File: src/rtl/cmu_pkg.sv
package cmu_pkg;

   typedef enum logic [1:0] {
      ACT_HOLD   = 2'b00,
      ACT_HIGH   = 2'b01,
      ACT_LOW    = 2'b10,
      ACT_TOGGLE = 2'b11
   } act_e;

   localparam int NUM_FLAGS = 3;
   localparam int FLG_MATCH = 0;
   localparam int FLG_LEVEL = 1;
   localparam int FLG_REARM = 2;

endpackage

File: src/rtl/cmu_compare.sv
module cmu_compare #(
   parameter int TB_W       = 16,
   parameter bit SUPPORT_EQ = 1'b1
) (
   input  logic [TB_W-1:0] tb_a,
   input  logic [TB_W-1:0] tb_b,
   input  logic            tb_sel,
   input  logic [TB_W-1:0] cmp_val,
   input  logic            eq_only,
   output logic            hit
);

   logic [TB_W-1:0] sel_tb;
   logic [TB_W-1:0] diff;
   logic            ge_hit;

   assign sel_tb = tb_sel ? tb_b : tb_a;
   // Modular distance: top bit clear means "at or after target"
   assign diff   = sel_tb - cmp_val;
   assign ge_hit = ~diff[TB_W-1];

   generate
      if (SUPPORT_EQ) begin : g_eq_mode
         assign hit = eq_only ? (sel_tb == cmp_val) : ge_hit;
      end else begin : g_ge_only
         logic unused_mode;
         assign unused_mode = eq_only;
         assign hit = ge_hit;
      end
   endgenerate

endmodule

File: src/rtl/cmu_arm.sv
module cmu_arm #(
   parameter int TB_W = 16
) (
   input  logic            clk,
   input  logic            rst_n,
   input  logic            wr,
   input  logic [TB_W-1:0] wr_val,
   input  logic            hit,
   output logic [TB_W-1:0] cmp_val,
   output logic            fire,
   output logic            rearm
);

   logic armed;

   assign fire  = armed & hit & ~wr;
   assign rearm = armed & wr;

   always_ff @(posedge clk or negedge rst_n) begin
      if (!rst_n) begin
         cmp_val <= '0;
         armed   <= 1'b0;
      end else if (wr) begin
         cmp_val <= wr_val;
         armed   <= 1'b1;
      end else if (fire) begin
         armed   <= 1'b0;
      end
   end


   load_arm_chk: assert property (@(posedge clk) disable iff (!rst_n)
      wr |=> (armed && cmp_val == $past(wr_val)));


   single_fire_chk: assert property (@(posedge clk) disable iff (!rst_n)
      fire |=> !armed);

endmodule

File: src/rtl/cmu_pin.sv
module cmu_pin
   import cmu_pkg::*;
#(
   parameter bit RESET_LEVEL = 1'b0
) (
   input  logic clk,
   input  logic rst_n,
   input  logic fire,
   input  act_e act,
   output logic pin_q,
   output logic level_chg
);

   logic nxt;

   always_comb begin
      case (act)
         ACT_HIGH:   nxt = 1'b1;
         ACT_LOW:    nxt = 1'b0;
         ACT_TOGGLE: nxt = ~pin_q;
         default:    nxt = pin_q;
      endcase
   end

   assign level_chg = fire & (nxt != pin_q);

   always_ff @(posedge clk or negedge rst_n) begin
      if (!rst_n)    pin_q <= RESET_LEVEL;
      else if (fire) pin_q <= nxt;
   end


   pin_quiet_chk: assert property (@(posedge clk) disable iff (!rst_n)
      !fire |=> $stable(pin_q));


   toggle_flip_chk: assert property (@(posedge clk) disable iff (!rst_n)
      (fire && act == ACT_TOGGLE) |=> (pin_q != $past(pin_q)));


   drive_high_chk: assert property (@(posedge clk) disable iff (!rst_n)
      (fire && act == ACT_HIGH) |=> pin_q);

endmodule

File: src/rtl/cmu_flags.sv
module cmu_flags #(
   parameter int N = 3
) (
   input  logic         clk,
   input  logic         rst_n,
   input  logic [N-1:0] set,
   input  logic [N-1:0] clr,
   output logic [N-1:0] flags
);

   genvar i;
   generate
      for (i = 0; i < N; i++) begin : g_flag
         always_ff @(posedge clk or negedge rst_n) begin
            if (!rst_n)      flags[i] <= 1'b0;
            else if (set[i]) flags[i] <= 1'b1;
            else if (clr[i]) flags[i] <= 1'b0;
         end


         set_wins_chk: assert property (@(posedge clk) disable iff (!rst_n)
            set[i] |=> flags[i]);


         clear_takes_chk: assert property (@(posedge clk) disable iff (!rst_n)
            (clr[i] && !set[i]) |=> !flags[i]);
      end
   endgenerate

endmodule

File: src/rtl/chan_match_unit.sv
module chan_match_unit
   import cmu_pkg::*;
#(
   parameter int TB_W        = 16,
   parameter bit SUPPORT_EQ  = 1'b1,
   parameter bit RESET_LEVEL = 1'b0
) (
   input  logic                 clk,
   input  logic                 rst_n,
   input  logic [TB_W-1:0]      tb_a,
   input  logic [TB_W-1:0]      tb_b,
   input  logic                 tb_sel,
   input  logic [TB_W-1:0]      match_val,
   input  logic                 match_wr,
   input  logic                 eq_only,
   input  logic [1:0]           out_act,
   input  logic [NUM_FLAGS-1:0] flag_clr,
   input  logic                 out_dis,
   output logic                 pin_out,
   output logic                 pin_oe,
   output logic                 pin_state,
   output logic [NUM_FLAGS-1:0] flags
);

   generate
      if (TB_W < 2) begin : g_bad_width
         $error("chan_match_unit: TB_W must be at least 2");
      end
   endgenerate

   logic [TB_W-1:0]      cmp_val;
   logic                 hit;
   logic                 fire;
   logic                 rearm;
   logic                 pin_q;
   logic                 level_chg;
   logic [NUM_FLAGS-1:0] flag_set;

   cmu_compare #(.TB_W(TB_W), .SUPPORT_EQ(SUPPORT_EQ)) u_cmp (
      .tb_a    (tb_a),
      .tb_b    (tb_b),
      .tb_sel  (tb_sel),
      .cmp_val (cmp_val),
      .eq_only (eq_only),
      .hit     (hit)
   );

   cmu_arm #(.TB_W(TB_W)) u_arm (
      .clk     (clk),
      .rst_n   (rst_n),
      .wr      (match_wr),
      .wr_val  (match_val),
      .hit     (hit),
      .cmp_val (cmp_val),
      .fire    (fire),
      .rearm   (rearm)
   );

   cmu_pin #(.RESET_LEVEL(RESET_LEVEL)) u_pin (
      .clk       (clk),
      .rst_n     (rst_n),
      .fire      (fire),
      .act       (act_e'(out_act)),
      .pin_q     (pin_q),
      .level_chg (level_chg)
   );

   always_comb begin
      flag_set            = '0;
      flag_set[FLG_MATCH] = fire;
      flag_set[FLG_LEVEL] = level_chg;
      flag_set[FLG_REARM] = rearm;
   end

   cmu_flags #(.N(NUM_FLAGS)) u_flags (
      .clk   (clk),
      .rst_n (rst_n),
      .set   (flag_set),
      .clr   (flag_clr),
      .flags (flags)
   );

   // Disable path is a single gate, no register
   assign pin_oe    = ~out_dis;
   assign pin_out   = pin_q;
   assign pin_state = pin_q;


   match_flag_chk: assert property (@(posedge clk) disable iff (!rst_n)
      fire |=> flags[FLG_MATCH]);


   exact_only_chk: assert property (@(posedge clk) disable iff (!rst_n)
      (SUPPORT_EQ && fire && eq_only) |->
         ((tb_sel ? tb_b : tb_a) == cmp_val));


   no_fire_on_write_chk: assert property (@(posedge clk) disable iff (!rst_n)
      (match_wr && !flag_clr[FLG_MATCH] && !flags[FLG_MATCH]) |=> !flags[FLG_MATCH]);

endmodule

File: config.mk
export PLATFORM = sky130hd
export DESIGN_NAME = chan_match_unit
export DESIGN_NICKNAME = d
export VERILOG_FILES = /design/src/rtl/cmu_pkg.sv /design/src/rtl/cmu_compare.sv /design/src/rtl/cmu_arm.sv /design/src/rtl/cmu_pin.sv /design/src/rtl/cmu_flags.sv /design/src/rtl/chan_match_unit.sv
export SDC_FILE = /design/constraint.sdc
export NUM_CORES = 1
export LEC_CHECK = 0
export BUFFER_PORTS_ARGS = -buffer_cell sky130_fd_sc_hd__buf_2
export CAP_MARGIN = 10
export CORE_ASPECT_RATIO = 1.5
export CORE_UTILIZATION = 42
export DETAILED_ROUTE_END_ITERATION = 7
export PLACE_DENSITY_LB_ADDON = 0.05
export SYNTH_ARGS = -nofsm -noshare
export SYNTH_HDL_FRONTEND = slang
export SYNTH_SLANG_ARGS = --single-unit
export TNS_END_PERCENT = 5
File: constraint.sdc
create_clock -name clk -period 2.4 [get_ports clk]
set_input_delay 0.24 -clock clk [delete_from_list [all_inputs] [get_ports clk]]
set_output_delay 0.24 -clock clk [all_outputs]
set_load 0.005 [all_outputs]
==> results.sh <==
export IMPL_p_per_area_nw_per_um2=515
export IMPL_max_slew_margin=0.661
export IMPL_finClkSkew_ns=0.00857
export IMPL_crit_start="tb_sel"
export IMPL_synth_area_per_cell_sq_um=9.58
export IMPL_syn_area_sq_um=1420
export IMPL_tightest_slew_ns=0.508
export IMPL_gp_congestion=0.730
export IMPL_clk_pin_slew_ns=0.07
export IMPL_drv_slew=0
export IMPL_max_freq_mhz=447
export IMPL_final_nets=289
export IMPL_crit_type="in -> reg"
export IMPL_ys_top_cells_by_area="dfrtp_1, ha_1, mux2_2"
export IMPL_row_count=25
export IMPL_area_growth_pct=30.4
export IMPL_max_vdd_ir_drop_mv=0.356
export IMPL_required_ns=2.54
export IMPL_grt_pass1_vias=1199
export IMPL_hold_viol=0
export IMPL_start_kind="input port"
export IMPL_h_tree_depth=1
export IMPL_cp_max_fo=4
export IMPL_io_pins=65
export IMPL_tritoncts="built"
export IMPL_core_area_sq_um=3190
export IMPL_ys_seq_area_frac=0.371
export IMPL_grt_first_pass_wirelength_um=4940
export IMPL_hold_start="flag_clr[1]"
export IMPL_vias=1248
export IMPL_gr_total_overflow=0
export IMPL_io_buffers=64
export IMPL_min_period_ns=2.24
export IMPL_grt_max_degree=35
export IMPL_antennaDiodeCount=0
export IMPL_die_w_um=49.4
export IMPL_antenna_found_initial=0
export IMPL_wirelength_um=2940
export IMPL_dpl_hpwl_um=2370
export IMPL_regArea_sq_um=526
export IMPL_r2r_start="u_arm.cmp_val[2]"
export IMPL_post_cts_resized=0
export IMPL_numCtsBuffers=3
export IMPL_drt_iter0_markers=28
export IMPL_worstPathArrival_ns=2.38
export IMPL_cp_end_kind="flop"
export IMPL_ys_warn_count=0
export IMPL_layout_setup_ws_ns=0.165
export IMPL_drtPass1Iterations=4
export IMPL_viasPerCell=4.91
export IMPL_timing_final_crit_share=0.931
export IMPL_rsz0062_at_grt="no"
export IMPL_syn_instance_count=148
export IMPL_cap_violations=0
export IMPL_hold_class="in -> reg"
export IMPL_power_leakage_nw=0.965
export IMPL_dp_slack_ns=-0.122
export IMPL_clock_sinks=21
export IMPL_start_util=0.444
export IMPL_yosysUniqueCellTypes=25
export IMPL_ys_seq_elements=21
export IMPL_utilization=0.580
export IMPL_status="completed"
export IMPL_drcViolationCount=0
export IMPL_dieArea_sq_um=3620
export IMPL_setup_viol=0
export IMPL_wire_per_inst_um=11.6
export IMPL_postRouteAntennaNets=0
export IMPL_cts_buffer_depth=2
export IMPL_drive_above_1_share=0.430
export IMPL_final_fill_count=308
export IMPL_multi_input_area_sq_um=783
export IMPL_synth_top_area_frac=0.371
export IMPL_synthesis_nets=222
export IMPL_clock_latency_ns=0.26
export IMPL_die_h_um=73.2
export IMPL_gr_usage_all_layers=0.175
export IMPL_yosys_area_top_type="dfrtp_1"
export IMPL_root_buffer="clkbuf_8"
==> area by class of cell <==
cell class,instances,area share
clock buffers,3,0.0223
clock inverters,1,0.00271
inverters,19,0.0386
multi-input cells,101,0.424
flip-flops and latches,21,0.284
well taps,40,0.0271
repair buffers,69,0.202
==> cells by family after synthesis <==
group | Yosys count | share of synthesized area
fa+ha+maj | 15 | 0.132
flops | 21 | 0.371
buf+inv | 26 | 0.0768
compound gates | 31 | 0.126
mux | 21 | 0.175
simple gates | 33 | 0.108
xor+xnor | 1 | 0.0115
==> state kept, by name (all words and copies together) (netlist names) <==
name / count
u_pin.pin_q: 1
u_flags.flags: 3
u_arm.armed: 1
u_arm.cmp_val: 16
==> cells in the mapped netlist <==
master,instances
inv_1,19
mux2i_4,1
buf_6,1
o22ai_1,1
buf_4,1
nor2_1,2
mux2_2,16
o32a_1,1
nand4_1,5
clkbuf_1,5
mux2i_1,3
a21o_1,1
nand3_1,2
a21oi_1,7
nand2b_1,2
nand3b_1,1
ha_1,15
xor2_2,1
nand2_1,19
mux2_4,1
o41ai_2,1
nor2b_1,2
dfrtp_1,21
o32ai_1,1
o21ai_0,19
==> placed cells by master, fill, tap and decap left out, types with 2 or more instances in the layout <==
cell	synthesis	routed
nand3_1	2	2
ha_1	15	15
o21ai_0	19	18
dfrtp_1	21	21
inv_1	19	19
mux2i_1	3	3
mux2_2	16	16
a21oi_1	7	7
nor2_1	2	2
nand2_1	19	19
nand4_1	5	5
nand2b_1	2	2
buf_4	1	3
clkbuf_8	0	3
nor2b_1	2	2
buf_2	0	64
==> metrics by stage <==
| stage | TNS (ns) | hold slack [ns] | cell area [sq um] | total power [mW] | instances |
|---|---|---|---|---|---|
| floorplan | 0 | -0.0556 | 1440 | 0.618 | 148 |
| global placement | -0.152 | 0.236 | 1790 | 0.719 | 249 |
| detailed placement | -0.238 | 0.250 | 1790 | 0.727 | 249 |
| CTS | 0 | 0.154 | 1850 | 0.970 | 254 |
| global route | 0 | 0.155 | 1850 | 1.02 | 254 |
| finish | 0 | 0.158 | 1850 | 0.953 | 254 |
==> layer usage <==
layer,share of wire,GRT usage
met3,0.055,0.0313
met2,0.53,0.321
met5,0,0
met1,0.41,0.206
met4,0.0088,0.0476
==> final timing paths <==
kind | to | slack, ns | cells past startpoint
worst max-delay path | u_pin.pin_q | 0.16 | 10
worst min-delay path | u_flags.flags[1] | 0.16 | 2
worst max register to register | u_pin.pin_q | 0.36 | 8
worst min register to register | u_arm.cmp_val[0] | 0.52 | 1
max in group asynchronous | u_pin.pin_q | 1.59 | 2
min in group asynchronous | u_flags.flags[0] | 0.47 | 2
==> critical path, cell delays in order <==
cell,delay [ns]
buf_2,0.12
buf_4,0.15
mux2_2,0.34
ha_1,0.30
a21oi_1,0.16
a21oi_1,0.08
o21ai_1,0.14
nand4_1,0.17
mux2_4,0.35
o32a_1,0.33
==> report_power, final <==
group	total (mW)	switching [mW]	internal (mW)	leakage, nW
combinational	0.294	0.135	0.158	0.687
sequential	0.424	0.0265	0.397	0.253
clock	0.236	0.120	0.116	0.0255
total	0.953	0.282	0.671	0.965
==> what timing repair did <==
| item | in CTS | in global routing |
|---|---|---|
| buffers inserted | 0 | 0 |
| hold endpoints to repair | 21 | 0 |
| hold buffers | 1 | 0 |
No activity file was read; power rests on OpenSTA's default activity.
